[src/rtl/lu_hazard_pkg.sv]
package lu_hazard_pkg;

  // Number of source register fields read by a decoded instruction.
  localparam int unsigned LU_NUM_SRC = 2;

  // Index of each source field in the comparator bank.
  typedef enum logic {
    LU_SRC_A = 1'b0,
    LU_SRC_B = 1'b1
  } lu_src_e;

  // Reduction over per-source match flags.
  function automatic logic lu_any_hit(input logic [LU_NUM_SRC-1:0] hits);
    return |hits;
  endfunction

endpackage

[src/rtl/lu_field_match.sv]
// One comparator: does the pending load write the register named by src_reg?
module lu_field_match #(
  parameter int unsigned REG_W = 5
) (
  input  logic             load_pending,
  input  logic [REG_W-1:0] load_dst,
  input  logic [REG_W-1:0] src_reg,
  output logic             hit
);

  logic dst_is_zero;

  always_comb begin
    dst_is_zero = (load_dst == '0);
    // Register 0 is hard-wired, so a load into it carries no dependence.
    hit = load_pending && !dst_is_zero && (load_dst == src_reg);
  end

endmodule

[src/rtl/lu_stall_ctrl.sv]
// Folds the comparator results into the front-end freeze and bubble controls.
module lu_stall_ctrl
  import lu_hazard_pkg::*;
(
  input  logic [LU_NUM_SRC-1:0] hits,
  output logic                  bubble,
  output logic                  pc_wr_en,
  output logic                  ifid_wr_en
);

  logic stall;

  always_comb begin
    stall      = lu_any_hit(hits);
    bubble     = stall;
    pc_wr_en   = !stall;
    ifid_wr_en = !stall;
  end

endmodule

[src/rtl/lu_idex_ctrl_reg.sv]
// Control and destination slice of the decode/execute pipeline register.
module lu_idex_ctrl_reg #(
  parameter int unsigned CTRL_W = 8,
  parameter int unsigned REG_W  = 5
) (
  input  logic              clk,
  input  logic              rst,
  input  logic              bubble,
  input  logic [CTRL_W-1:0] id_ctrl,
  input  logic [REG_W-1:0]  id_rt,
  output logic [CTRL_W-1:0] ex_ctrl,
  output logic [REG_W-1:0]  ex_rt
);

  always_ff @(posedge clk) begin
    if (rst) begin
      ex_ctrl <= '0;
      ex_rt   <= '0;
    end else begin
      // A bubble leaves every downstream stage with nothing to do.
      ex_ctrl <= bubble ? '0 : id_ctrl;
      ex_rt   <= id_rt;
    end
  end

endmodule

[src/rtl/lu_hazard_unit.sv]
module lu_hazard_unit
  import lu_hazard_pkg::*;
#(
  parameter int unsigned REG_W     = 5,
  parameter int unsigned CTRL_W    = 8,
  parameter int unsigned MEMRD_BIT = 0
) (
  input  logic              clk,
  input  logic              rst,
  input  logic [REG_W-1:0]  id_rs,
  input  logic [REG_W-1:0]  id_rt,
  input  logic [CTRL_W-1:0] id_ctrl,
  output logic              pc_wr_en,
  output logic              ifid_wr_en,
  output logic [CTRL_W-1:0] ex_ctrl,
  output logic [REG_W-1:0]  ex_rt
);

  localparam int unsigned NSRC = LU_NUM_SRC;

  logic [REG_W-1:0] src_field [NSRC];
  logic [NSRC-1:0]  src_hit;
  logic             load_pending;
  logic             bubble;

  assign src_field[int'(LU_SRC_A)] = id_rs;
  assign src_field[int'(LU_SRC_B)] = id_rt;
  assign load_pending              = ex_ctrl[MEMRD_BIT];

  for (genvar g = 0; g < NSRC; g++) begin : g_src
    lu_field_match #(
      .REG_W(REG_W)
    ) match_i (
      .load_pending(load_pending),
      .load_dst    (ex_rt),
      .src_reg     (src_field[g]),
      .hit         (src_hit[g])
    );
  end

  lu_stall_ctrl stall_i (
    .hits      (src_hit),
    .bubble    (bubble),
    .pc_wr_en  (pc_wr_en),
    .ifid_wr_en(ifid_wr_en)
  );

  lu_idex_ctrl_reg #(
    .CTRL_W(CTRL_W),
    .REG_W (REG_W)
  ) idex_i (
    .clk    (clk),
    .rst    (rst),
    .bubble (bubble),
    .id_ctrl(id_ctrl),
    .id_rt  (id_rt),
    .ex_ctrl(ex_ctrl),
    .ex_rt  (ex_rt)
  );

endmodule

[config.mk]
export PLATFORM = sky130hd
export DESIGN_NAME = lu_hazard_unit
export DESIGN_NICKNAME = d
export VERILOG_FILES = /design/src/rtl/lu_hazard_pkg.sv /design/src/rtl/lu_field_match.sv /design/src/rtl/lu_stall_ctrl.sv /design/src/rtl/lu_idex_ctrl_reg.sv /design/src/rtl/lu_hazard_unit.sv
export SDC_FILE = /design/constraint.sdc
export NUM_CORES = 1
export LEC_CHECK = 0
export ABC_AREA = 1
export CAP_MARGIN = 20
export CORE_UTILIZATION = 35
export CTS_BUF_LIST = sky130_fd_sc_hd__clkbuf_8
export CTS_CLUSTER_DIAMETER = 60
export DETAILED_ROUTE_END_ITERATION = 8
export GPL_TIMING_DRIVEN = 0
export HOLD_SLACK_MARGIN = 0.1
export PLACE_DENSITY = 0.73
export SYNTH_ARGS = -nofsm -noshare
export SYNTH_HDL_FRONTEND = slang
export SYNTH_SLANG_ARGS = --single-unit
[constraint.sdc]
create_clock -name clk -period 4.3 [get_ports clk]
set_clock_uncertainty 0.2 [all_clocks]
set_input_delay 0.645 -clock clk [delete_from_list [all_inputs] [get_ports clk]]
set_output_delay 0.645 -clock clk [all_outputs]
set_load 0.05 [all_outputs]
[Yosys cells after proc, flatten, opt, wreduce, memory -nomap -nowiden]
Index checks and enable logic that the tools add are counted.
Word-level totals
  output and inout bits: 15
  input bits: 20
  bits in registers: 13
  word-level logic and storage cells: 12
Cells by class
  equal/unequal tests: 2
  reduce and logical (&&, ||, !) cells: 8
Operator list (count)
  equality test 5 bit: 2
  zero test 5 bit: 1
  logical AND 1 bit: 3
  OR reduction 3 bit: 1
  zero test 1 bit: 2
  OR reduction 2 bit: 1

[Depth between registers and ports, before layout]
  word-level depth: 6
  mapped depth: 8
  gate-level depth less buffers: 8

[Cells and area by module]
A second synthesis with hierarchy kept.
Second synthesis, totals
  cells, all modules: 105
  area, all modules: 631.9 sq um
By module, submodules not included
  lu_idex_ctrl_reg: area each 376.6 sq um, cells each 42, sequential area each 260.2 sq um, instances 1
  lu_field_match: area each 116.4 sq um, cells each 29, sequential area each 0.0 sq um, instances 2
  lu_stall_ctrl: area each 22.5 sq um, cells each 5, sequential area each 0.0 sq um, instances 1

[Worst setup path after synthesis]
Ideal clock, no wire load.
  path kind: register to output
  from: reg idex_i.ex_rt[1]
  to: out pc_wr_en
  setup slack: 1.690 ns
  cell stages (with the launch flop): 9
  arrival: 1.765 ns
  cells stage by stage: dfxtp_1 -> inv_1 -> nand2_1 -> nand2_1 -> nand2_1 -> nor2_1 -> nand3_2 -> and2_1 -> buf_4
On the way
  cells in the longest elaborated chain, start to end: 6
Ends and longest elaborated chain
  start: declaration: RTL line lu_idex_ctrl_reg.sv:12  | output logic [REG_W-1:0] ex_rt
  start signal: assignment: RTL line lu_idex_ctrl_reg.sv:22  | ex_rt <= id_rt;
  zero test 5 bit: RTL line lu_field_match.sv:14  | dst_is_zero = (load_dst == '0);
  zero test 1 bit: RTL line lu_field_match.sv:16  | hit = load_pending && !dst_is_zero && (load_dst == src_reg);
  logical AND 1 bit (2 in series): RTL line lu_field_match.sv:16
  OR reduction 2 bit (*): RTL line lu_hazard_pkg.sv:14  | return |hits;
  zero test 1 bit (*)
  end: declaration: RTL line lu_hazard_unit.sv:13  | output logic pc_wr_en,
Every way passes the cells marked *; elsewhere a longest branch is shown, timed or not.

[Final worst setup path]
  from: in id_rt[3]
  to: out pc_wr_en
On the way
  cells in the longest elaborated chain, start to end: 4
Ends and longest elaborated chain
  start: declaration: RTL line lu_hazard_unit.sv:11  | input logic [REG_W-1:0] id_rt,
  equality test 5 bit: RTL line lu_field_match.sv:16
  logical AND 1 bit: RTL line lu_field_match.sv:16
  OR reduction 2 bit: RTL line lu_hazard_pkg.sv:14
  zero test 1 bit: RTL line lu_stall_ctrl.sv:16  | pc_wr_en = !stall;
No other way between the ends.

==> impl_results.md <==
* Outcome: complete, no violations
* Clk sinks at 13
* Post-CTS Setup Bufs at 0
* Maxcap violations at 0
* # rows at 14
* Hold path cells at 5
* Max rail drop VDD at 313 uV
* CP max stage delay at 0.68 ns
* Fin crit period at around 3.4 ns
* Clock buffer count from CTS at 3
* Synth Instances at slightly below 80
* Synth Area in XOR/XNOR at approximately a tenth
* Root buffer cell: clkbuf_8
* Largest family of logic cells by synthesized area: simple AND/OR/NAND/NOR gates
* Total grt overflow at 0
* Routed Wire Length at 1100 um
* Post-synthesis simple-gate area fraction at 29.2%
* Crit-path slowest cell: clkdlybuf4s50_1
* Critical Path, Cell by Cell: clkdlybuf4s50_1 > xnor2_1 > nand2_1 > nor2_1 > nand3_2 > and2_1 > buf_4 > clkdlybuf4s50_1
* Share of layout cells above drive strength 1 at 9.48%
* Final hold vios at 0
* # hold bufs at CTS at 0
* WL/cell at approximately 8.3 um
* Drt drc at 0
* FMAX at 0.295 GHz
* Post-DP HPWL at between 800 and 900 um
* Largest net degree at the start of global routing at 9
* Post-synthesis sequential area ratio at 44.7%
* Drt initial violations at 9
* Bufs and invs on worst path at 3
* Die Width at 42.8 um
* Compound-gate portion of the synthesized area at 0%
* Die Ht at about 43 um
* Antenna diode count at 0
* R2R Setup Slk at 2.96 ns
* WHS Endpoint: idex_i.ex_ctrl[6]
* I/O pin cnt at 35
* YS warnings at 0
* Required @ worst endpoint at 3.45 ns
* DR pass1 iterations at 2
* ANT nets after route at 0
* Final Max Tran Viols at 0
* Final RePlAce weighted congestion at approximately 0.68
* Flops & latches, synth at 13
* DR vias at 527
* Critical path's top delay family: buffers and inverters
* Endpoint class of the critical path: primary output
* # setup viols final at 0
* Multiplexer area fraction after synthesis at 0%
* Clock transition at path regs at 0.05 ns
* Type of the worst setup path: input port to primary output
* FF-to-FF End: idex_i.ex_ctrl[1]
* Worst-skew pair later-pin latency at approximately 0.24 ns
* RSZ-0062 raised after global routing: no
* Initial antenna violation count at 0
* CP arrival at 2.55 ns
* Synth unique cells at 12
* Hold Crit Class: flip-flop to flip-flop
* Slew @ Worst Pin at 0.504 ns
* GRT Resource Usage Total at a little over an eighth
* PortBufs at 34
* R2r worst-path depth at 6
* Vias in the first global route at roughly 480
* Min-delay src: idex_i.ex_ctrl[0]
* First-pass GRT wire length at 1910 um
* CTS tree: yes
* Setup TNS at 0 ns
* Post_cts resized at 0
* Vias per cell at 3.99
* Initial core utilization at 38.2%
* H-tree Lvls at 1
* Die ar. at 1830 um^2
* RR Startpoint: idex_i.ex_rt[3]
* CP most frequent cell: clkdlybuf4s50_1
* Synthesized area per cell at 7.46 um^2
* Period utilization at 78.9%
* Static Leak at approximately 0.48 nW
* Number of nets in the layout at 137
* Synthesized Nets at 98
* Adder-Cell Fraction of Synth Area at 0%
* PD cells at about 320 nW/um^2
* CTS Buffer Depth at 2
* Placeable Area at 1520 um^2
* Relative slew slack at about 66%
* Area delta synth->final at 69.9%
* Critical path startpoint category: input port
* Synthesized area at 582 um^2
* Worst hold margin at 0.552 ns
* Crit-path max FO at 2
## how the worst max path moves through the flow
stage,startpoint,to,slack (ns),depth (start not counted)
6_report,id_rt[3],pc_wr_en,0.91,8
5_1_grt,id_rt[2],pc_wr_en,0.80,10
4_1_cts,id_rt[3],pc_wr_en,0.89,8
3_5_place_dp,id_rt[3],pc_wr_en,0.89,8
3_3_place_gp,id_rt[3],pc_wr_en,0.92,8
2_1_floorplan,idex_i.ex_rt[1],pc_wr_en,1.69,8
## sequential cells by signal (all words and copies together), names as in the netlist
signal and cells:
idex_i.ex_rt 5, idex_i.ex_ctrl 8
## logic make-up after synthesis
kind of cell  Yosys count
simple gates           36
buf+inv                22
flops                  13
xor+xnor                7
## metrics by stage
stage,total power [mW],cell area [um^2],setup WS (ns),instances,util [%]
6_report,0.316,988,0.909,132,64.9
5_1_grt,0.334,988,0.799,132,64.9
4_1_cts,0.322,988,0.894,132,64.9
3_5_place_dp,0.214,942,0.892,128,61.8
3_3_place_gp,0.213,942,0.919,128,61.8
2_1_floorplan,0.179,582,1.69,78,-
## power by group
| group | internal (mW) | total (mW) | switching, mW |
|---|---|---|---|
| sequential | 0.127 | 0.132 | 0.00448 |
| clock | 0.0639 | 0.106 | 0.0420 |
| combinational | 0.0363 | 0.0787 | 0.0425 |
## layer usage
layer  vias up  GRT usage (%)  part of all wire, %
li1        293              -                    -
met5         -              0                    0
met1       220           16.9                   44
met3         0           4.26                  5.3
met4         0           3.75                    0
met2        14           22.1                   50
## cell usage in the layout, fill, tap and decap left out, types with 2 or more instances in the layout
cell type and count:
inv_1 20, nand3_2 2, nor2_1 16, clkbuf_8 3, clkdlybuf4s50_1 34, dfxtp_1 13
xnor2_1 3, buf_4 2, xor2_1 4, nor2_2 2, nand2_1 13
## cell usage after synthesis
cell type	number	share of area, %
nand2_1	13	8.4
and2_1	1	1.1
inv_1	20	13
dfxtp_1	13	45
nand3_4	1	3.0
buf_4	2	2.6
nand3_2	2	3.4
xnor2_1	3	4.5
nand3_1	1	0.86
nor2_2	2	2.2
xor2_1	4	6.0
nor2_1	16	10
## worst register-to-register path, stage by stage (launching register included)
cell and delay (ns):
dfxtp_1 0.40, xnor2_1 0.14, nand2_1 0.07, nor2_1 0.12, nand3_2 0.11, nand3_4 0.14
nor2_1 0.05
## final cells by class
type / count / area (um^2)
fill: 145 / 536
timing repair buffer: 34 / 340
sequential: 13 / 260
multi-input combinational: 43 / 231
inverter: 20 / 75.1
clock buffer: 3 / 41.3
tap: 16 / 20.0
buffer: 2 / 15.0
clock inverter: 1 / 5.00
Note: power is estimated with default switching activity, not from simulation.
